==> src/rtl/pbus_bridge_pkg.sv <==
package pbus_bridge_pkg;

    localparam int AW     = 32;
    localparam int SYS_DW = 64;
    localparam int PER_DW = 32;
    localparam int MID_W  = 4;
    localparam int BE_W   = PER_DW / 8;
    localparam int LO_W   = $clog2(BE_W);

    typedef enum logic [1:0] {
        SZ_BYTE  = 2'd0,
        SZ_HALF  = 2'd1,
        SZ_WORD  = 2'd2,
        SZ_DWORD = 2'd3
    } xsize_e;

    typedef enum logic [1:0] {
        ST_IDLE,
        ST_LO,
        ST_HI,
        ST_RESP
    } bstate_e;

    typedef struct packed {
        logic [AW-1:0]     addr;
        logic [SYS_DW-1:0] wdata;
        xsize_e            size;
        logic              write;
        logic [MID_W-1:0]  master;
    } req_t;

    function automatic logic [BE_W-1:0] be_of(input xsize_e sz, input logic [LO_W-1:0] lo);
        logic [BE_W-1:0] be;
        case (sz)
            SZ_BYTE: be = BE_W'(1) << lo;
            SZ_HALF: be = BE_W'(3) << {lo[LO_W-1:1], 1'b0};
            default: be = '1;
        endcase
        return be;
    endfunction

endpackage

==> src/rtl/pbus_decode.sv <==
module pbus_decode
    import pbus_bridge_pkg::*;
#(
    parameter int            NSLOT     = 8,
    parameter int            SLOT_LSB  = 14,
    parameter logic [AW-1:0] WIN_BASE  = 32'h4000_0000,
    parameter logic [NSLOT-1:0] SLOT_MASK = 8'h7F
) (
    input  logic [AW-1:SLOT_LSB] addr_hi,
    output logic                 hit,
    output logic [NSLOT-1:0]     sel
);
    localparam int SLOT_W  = $clog2(NSLOT);
    localparam int WIN_LSB = SLOT_LSB + SLOT_W;

    logic              in_win;
    logic [SLOT_W-1:0] slot;

    assign in_win = (addr_hi[AW-1:WIN_LSB] == WIN_BASE[AW-1:WIN_LSB]);
    assign slot   = addr_hi[WIN_LSB-1:SLOT_LSB];

    for (genvar g = 0; g < NSLOT; g++) begin : g_sel
        assign sel[g] = in_win && SLOT_MASK[g] && (slot == SLOT_W'(g));
    end

    assign hit = |sel;
endmodule

==> src/rtl/pbus_lane.sv <==
module pbus_lane
    import pbus_bridge_pkg::*;
(
    input  req_t              req,
    input  logic              phase_hi,
    output logic              lane,
    output logic [AW-1:0]     per_addr,
    output logic [BE_W-1:0]   per_be,
    output logic [PER_DW-1:0] per_wdata
);
    logic dword;

    assign dword     = (req.size == SZ_DWORD);
    assign lane      = dword ? phase_hi : req.addr[LO_W];
    assign per_addr  = {req.addr[AW-1:LO_W+1], lane, {LO_W{1'b0}}};
    assign per_be    = dword ? '1 : be_of(req.size, req.addr[LO_W-1:0]);
    assign per_wdata = req.wdata[lane*PER_DW +: PER_DW];
endmodule

==> src/rtl/pbus_sequencer.sv <==
module pbus_sequencer
    import pbus_bridge_pkg::*;
#(
    parameter int NSLOT = 8
) (
    input  logic              clk,
    input  logic              rst,
    input  logic              sys_valid,
    input  req_t              sys_req,
    input  logic              dec_hit,
    input  logic [NSLOT-1:0]  dec_sel,
    input  logic              lane,
    input  logic              per_ready,
    input  logic              per_err,
    input  logic [PER_DW-1:0] per_rdata,
    output req_t              req_q,
    output logic              phase_hi,
    output logic              per_valid,
    output logic [NSLOT-1:0]  per_sel,
    output logic              sys_ready,
    output logic              sys_err,
    output logic [SYS_DW-1:0] sys_rdata
);
    bstate_e           state;
    logic [NSLOT-1:0]  sel_q;
    logic [SYS_DW-1:0] rdata_q;
    logic              err_q;

    always_ff @(posedge clk) begin
        if (rst) begin
            state   <= ST_IDLE;
            req_q   <= '0;
            sel_q   <= '0;
            rdata_q <= '0;
            err_q   <= 1'b0;
        end else begin
            case (state)
                ST_IDLE: begin
                    if (sys_valid) begin
                        req_q   <= sys_req;
                        sel_q   <= dec_sel;
                        rdata_q <= '0;
                        err_q   <= !dec_hit;
                        state   <= dec_hit ? ST_LO : ST_RESP;
                    end
                end
                ST_LO: begin
                    if (per_ready) begin
                        rdata_q[lane*PER_DW +: PER_DW] <= per_rdata;
                        if (per_err) begin
                            err_q <= 1'b1;
                            state <= ST_RESP;
                        end else if (req_q.size == SZ_DWORD) begin
                            state <= ST_HI;
                        end else begin
                            state <= ST_RESP;
                        end
                    end
                end
                ST_HI: begin
                    if (per_ready) begin
                        rdata_q[lane*PER_DW +: PER_DW] <= per_rdata;
                        err_q <= per_err;
                        state <= ST_RESP;
                    end
                end
                default: state <= ST_IDLE;
            endcase
        end
    end

    assign phase_hi  = (state == ST_HI);
    assign per_valid = (state == ST_LO) || (state == ST_HI);
    assign per_sel   = per_valid ? sel_q : '0;
    assign sys_ready = (state == ST_RESP);
    assign sys_err   = sys_ready && err_q;
    assign sys_rdata = rdata_q;
endmodule

==> src/rtl/pbus_bridge.sv <==
module pbus_bridge
    import pbus_bridge_pkg::*;
#(
    parameter int               NSLOT     = 8,
    parameter int               SLOT_LSB  = 14,
    parameter logic [AW-1:0]    WIN_BASE  = 32'h4000_0000,
    parameter logic [NSLOT-1:0] SLOT_MASK = 8'h7F
) (
    input  logic              clk,
    input  logic              rst,
    input  logic              sys_valid,
    output logic              sys_ready,
    input  logic [AW-1:0]     sys_addr,
    input  logic [1:0]        sys_size,
    input  logic              sys_write,
    input  logic [MID_W-1:0]  sys_master,
    input  logic [SYS_DW-1:0] sys_wdata,
    output logic [SYS_DW-1:0] sys_rdata,
    output logic              sys_err,
    output logic              per_valid,
    input  logic              per_ready,
    output logic [NSLOT-1:0]  per_sel,
    output logic [AW-1:0]     per_addr,
    output logic              per_write,
    output logic [MID_W-1:0]  per_master,
    output logic [BE_W-1:0]   per_be,
    output logic [PER_DW-1:0] per_wdata,
    input  logic [PER_DW-1:0] per_rdata,
    input  logic              per_err
);
    req_t             sys_req;
    req_t             req_q;
    logic             dec_hit;
    logic [NSLOT-1:0] dec_sel;
    logic             phase_hi;
    logic             lane;

    assign sys_req = '{addr: sys_addr, wdata: sys_wdata, size: xsize_e'(sys_size),
                       write: sys_write, master: sys_master};

    pbus_decode #(
        .NSLOT(NSLOT), .SLOT_LSB(SLOT_LSB), .WIN_BASE(WIN_BASE), .SLOT_MASK(SLOT_MASK)
    ) u_decode (
        .addr_hi (sys_addr[AW-1:SLOT_LSB]),
        .hit     (dec_hit),
        .sel     (dec_sel)
    );

    pbus_sequencer #(.NSLOT(NSLOT)) u_seq (
        .clk       (clk),
        .rst       (rst),
        .sys_valid (sys_valid),
        .sys_req   (sys_req),
        .dec_hit   (dec_hit),
        .dec_sel   (dec_sel),
        .lane      (lane),
        .per_ready (per_ready),
        .per_err   (per_err),
        .per_rdata (per_rdata),
        .req_q     (req_q),
        .phase_hi  (phase_hi),
        .per_valid (per_valid),
        .per_sel   (per_sel),
        .sys_ready (sys_ready),
        .sys_err   (sys_err),
        .sys_rdata (sys_rdata)
    );

    pbus_lane u_lane (
        .req       (req_q),
        .phase_hi  (phase_hi),
        .lane      (lane),
        .per_addr  (per_addr),
        .per_be    (per_be),
        .per_wdata (per_wdata)
    );

    assign per_write  = req_q.write;
    assign per_master = req_q.master;
endmodule

==> config.mk <==
export PLATFORM = sky130hd
export DESIGN_NAME = pbus_bridge
export DESIGN_NICKNAME = d
export VERILOG_FILES = /design/src/rtl/pbus_bridge_pkg.sv /design/src/rtl/pbus_decode.sv /design/src/rtl/pbus_lane.sv /design/src/rtl/pbus_sequencer.sv /design/src/rtl/pbus_bridge.sv
export SDC_FILE = /design/constraint.sdc
export NUM_CORES = 1
export LEC_CHECK = 0
export BUFFER_PORTS_ARGS = -buffer_cell sky130_fd_sc_hd__buf_2
export CORE_UTILIZATION = 40
export DETAILED_ROUTE_END_ITERATION = 12
export PLACE_DENSITY = 0.76
export SLEW_MARGIN = 20
export SYNTH_ARGS = -nofsm -noshare
export SYNTH_HDL_FRONTEND = slang
export SYNTH_SLANG_ARGS = --single-unit
==> constraint.sdc <==
create_clock -name clk -period 2.2 [get_ports clk]
set_input_delay 0.22 -clock clk [delete_from_list [all_inputs] [get_ports clk]]
set_output_delay 0.22 -clock clk [all_outputs]
set_load 0.03 [all_outputs]
==> impl_metrics.json <==
{
  "path_class": "reg2out",
  "max_freq_ghz": 0.467,
  "async_flop_share": 0,
  "place_congestion": 0.812,
  "antenna_found_initial": 1,
  "ys_types": 43,
  "crit_buf_inv": 2,
  "ctsLongestPathBuffers": 2,
  "slew_violations": 0,
  "cp-end-kind": "output port",
  "cts-root-buf": "clkbuf_16",
  "areaGrowthSynthToFinish_pct": 31.1,
  "num_vias": 6534,
  "total_power_w": 0.0106,
  "drt_wl_total_mm": 19.7,
  "drive_gt1_frac": 0.366,
  "numClockSinks": 177,
  "drt_iter0_drc": 334,
  "final_util": 0.534,
  "fin_skew_ns": 0.0129,
  "endpoint": "per_wdata[22]",
  "arrival_ns": 1.92,
  "slew_headroom": 0.421,
  "first_pass_iters": 5,
  "grt_pass1_vias": 5970,
  "track_usage": 0.212,
  "die_h_um": 135,
  "finalCriticalPeriod_ns": 2.14,
  "hold_viol": 0,
  "ir_worst_vdd_v": 0.000534,
  "worst_pin_slew_ns": 0.868,
  "crit_path_start": "u_seq.state[0]",
  "start_kind": "register",
  "cap_violations": 0,
  "cts_tree": "done",
  "worst-path-stages": 6,
  "grt_max_degree": 82,
  "design.core.area_um2": 17200,
  "synth_flop_cell": "dfxtp_1",
  "numCtsBuffers": 17,
  "p_leak_nw": 4.24,
  "fin_crit_sh": 0.974,
  "synth_edf_count": 0,
  "clock_latency_ns": 0.42,
  "reg2reg_setup_slack_ns": 0.20,
  "path_cells": "inv_1 -> ha_4 -> nand3_4 -> and2_4 -> mux2_2 -> buf_4",
  "layout_commonest_cell": "buf_2",
  "io_buffers": 284,
  "drc_errors": 0,
  "cpMaxStageDelayCell": "mux2_2",
  "ys_warn_count": 0,
  "max_stage_delay_ns": 0.36,
  "initial_utilization": 0.408,
  "outcome": "finished clean",
  "seq_area_frac_synth": 0.504,
  "pin_count": 288,
  "synthCells": 807,
  "rr_startpoint": "u_seq.state[0]",
  "syn_area_um2": 7020,
  "rows": 48,
  "final_cell_mix": "buf_2, nand2_1, dfxtp_1",
  "avgSynthCellArea_um2": 8.70,
  "ant_nets": 0,
  "setup_violations": 0,
  "reg2regPathDepth": 8,
  "cp_top_family": "simple AND/OR/NAND/NOR gates",
  "cp_data_required_time_ns": 1.98,
  "die_width_um": 135,
  "crit_path_max_fanout": 7,
  "holdCritPathClass": "in2reg",
  "grt_pass1_wl_mm": 30.2,
  "fin_nets": 1189,
  "path_clk_slew_ns": 0.07,
  "htreeDepth": 4,
  "synth_seq_cells": 177,
  "hpwl_mm": 13.0,
  "overflow": 0,
  "fp.dieArea_um2": 18100,
  "rsz0062_at_grt": "true",
  "r2r_end": "u_seq.sys_rdata[45]",
  "drt-vias-per-instance": 5.09,
  "power.density_nw_per_um2": 1150,
  "routedWlPerCell_um": 15.3
}
==> synth_stat cells, types with 2 or more instances <==
cell type	instances	area, um2
nand2_1	219	822
dfxtp_1	177	3540
a21oi_1	111	556
clkbuf_1	43	161
nor2_1	38	143
buf_4	37	278
a22o_1	32	280
a32oi_1	32	280
mux2_2	32	360
buf_2	14	70.1
and2_1	10	62.6
inv_1	6	22.5
ha_1	5	62.6
buf_6	4	45.0
nor2b_1	4	25.0
buf_1	3	11.3
nand4_1	3	18.8
nand4b_1	3	26.3
o21ai_0	3	15.0
a21o_1	2	15.0
and3_1	2	12.5
nand2b_1	2	12.5
nand3_1	2	10.0
nor4_1	2	12.5
o21bai_1	2	15.0
or3_1	2	12.5
==> area by class of cell <==
class	count	area, um2
Fill cell	1574	8030
Sequential cell	177	3550
Multi-Input combinational cell	530	3030
Timing Repair Buffer	312	1740
Clock buffer	18	439
Tap cell	225	282
Clock inverter	14	140
Inverter	6	22.5
Antenna cell	1	2.50
==> cells by family after synthesis <==
| family | Yosys count | share of synthesized area |
|---|---|---|
| AND/OR/NAND/NOR | 294 | 0.175 |
| AO/OA/AOI/OAI | 191 | 0.176 |
| flip-flops | 177 | 0.504 |
| buffers and inverters | 107 | 0.0837 |
| multiplexers | 32 | 0.0513 |
| adder cells (fa/ha/maj) | 5 | 0.00891 |
| other | 1 | 0.000534 |
==> worst min-delay path by stage <==
stage                         start  cells past startpoint                   to  slack (ns)
floorplan              per_rdata[0]                      1  u_seq.sys_rdata[32]        0.35
global placement    u_seq.req_q[77]                      2      u_seq.req_q[77]        0.44
detailed placement   u_seq.sel_q[4]                      2       u_seq.sel_q[4]        0.44
CTS                   per_rdata[12]                      2  u_seq.sys_rdata[44]      0.0004
global route            sys_addr[7]                      3      u_seq.req_q[78]       0.003
finish                per_rdata[28]                      2  u_seq.sys_rdata[60]        0.03
==> power breakdown <==
group	internal (W)	total, W	switching, W
logic	0.00125	0.00368	0.00243
clock network	0.00153	0.00293	0.00139
registers	0.00370	0.00399	0.000284
total	0.00648	0.0106	0.00411
==> registers in the layout (all words and copies together) (netlist names) <==
name / cells
u_seq.sel_q: 7
u_seq.sys_rdata: 64
u_seq.state: 2
u_seq.err_q: 1
u_seq.req_q: 103
==> what timing repair did <==
action | in CTS | in global routing
cloned | 4 | 1
buffers inserted | 2 | 2
endpoints found under the hold margin | 6 | 1
hold buffers | 6 | 1
pin swaps | 0 | 1
endpoints found under the setup margin | 33 | 33
gates resized for setup | 14 | 51
==> per-layer routing <==
layer,up-vias,global-route usage,part of all wire
met5,-,0,0
met4,0,0.106,0.032
met3,47,0.0578,0.061
met2,259,0.354,0.49
met1,3039,0.250,0.42
li1,3189,-,-
==> worst register-to-register path, delay by kind of cell (launching register included) <==
kind,cells,cell delay (ns)
buf+inv,3,0.63
simple gates,3,0.59
flops,1,0.35
compound gates,1,0.21
fa+ha+maj,1,0.17
==> metrics by stage <==
step | instances | area, um2 | setup slack, ns | TNS (ns) | hold WS, ns
6_report | 1283 | 9210 | 0.0576 | 0 | 0.0289
3_5_place_dp | 1234 | 8370 | 0.0882 | 0 | 0.441
5_1_grt | 1283 | 9210 | -0.0367 | -0.495 | 0.00293
2_1_floorplan | 809 | 7030 | 0.0848 | 0 | 0.346
4_1_cts | 1278 | 9090 | 0.00439 | 0 | 0.000413
3_3_place_gp | 1234 | 8370 | 0.184 | 0 | 0.439
(Power assumes the default switching activity.)
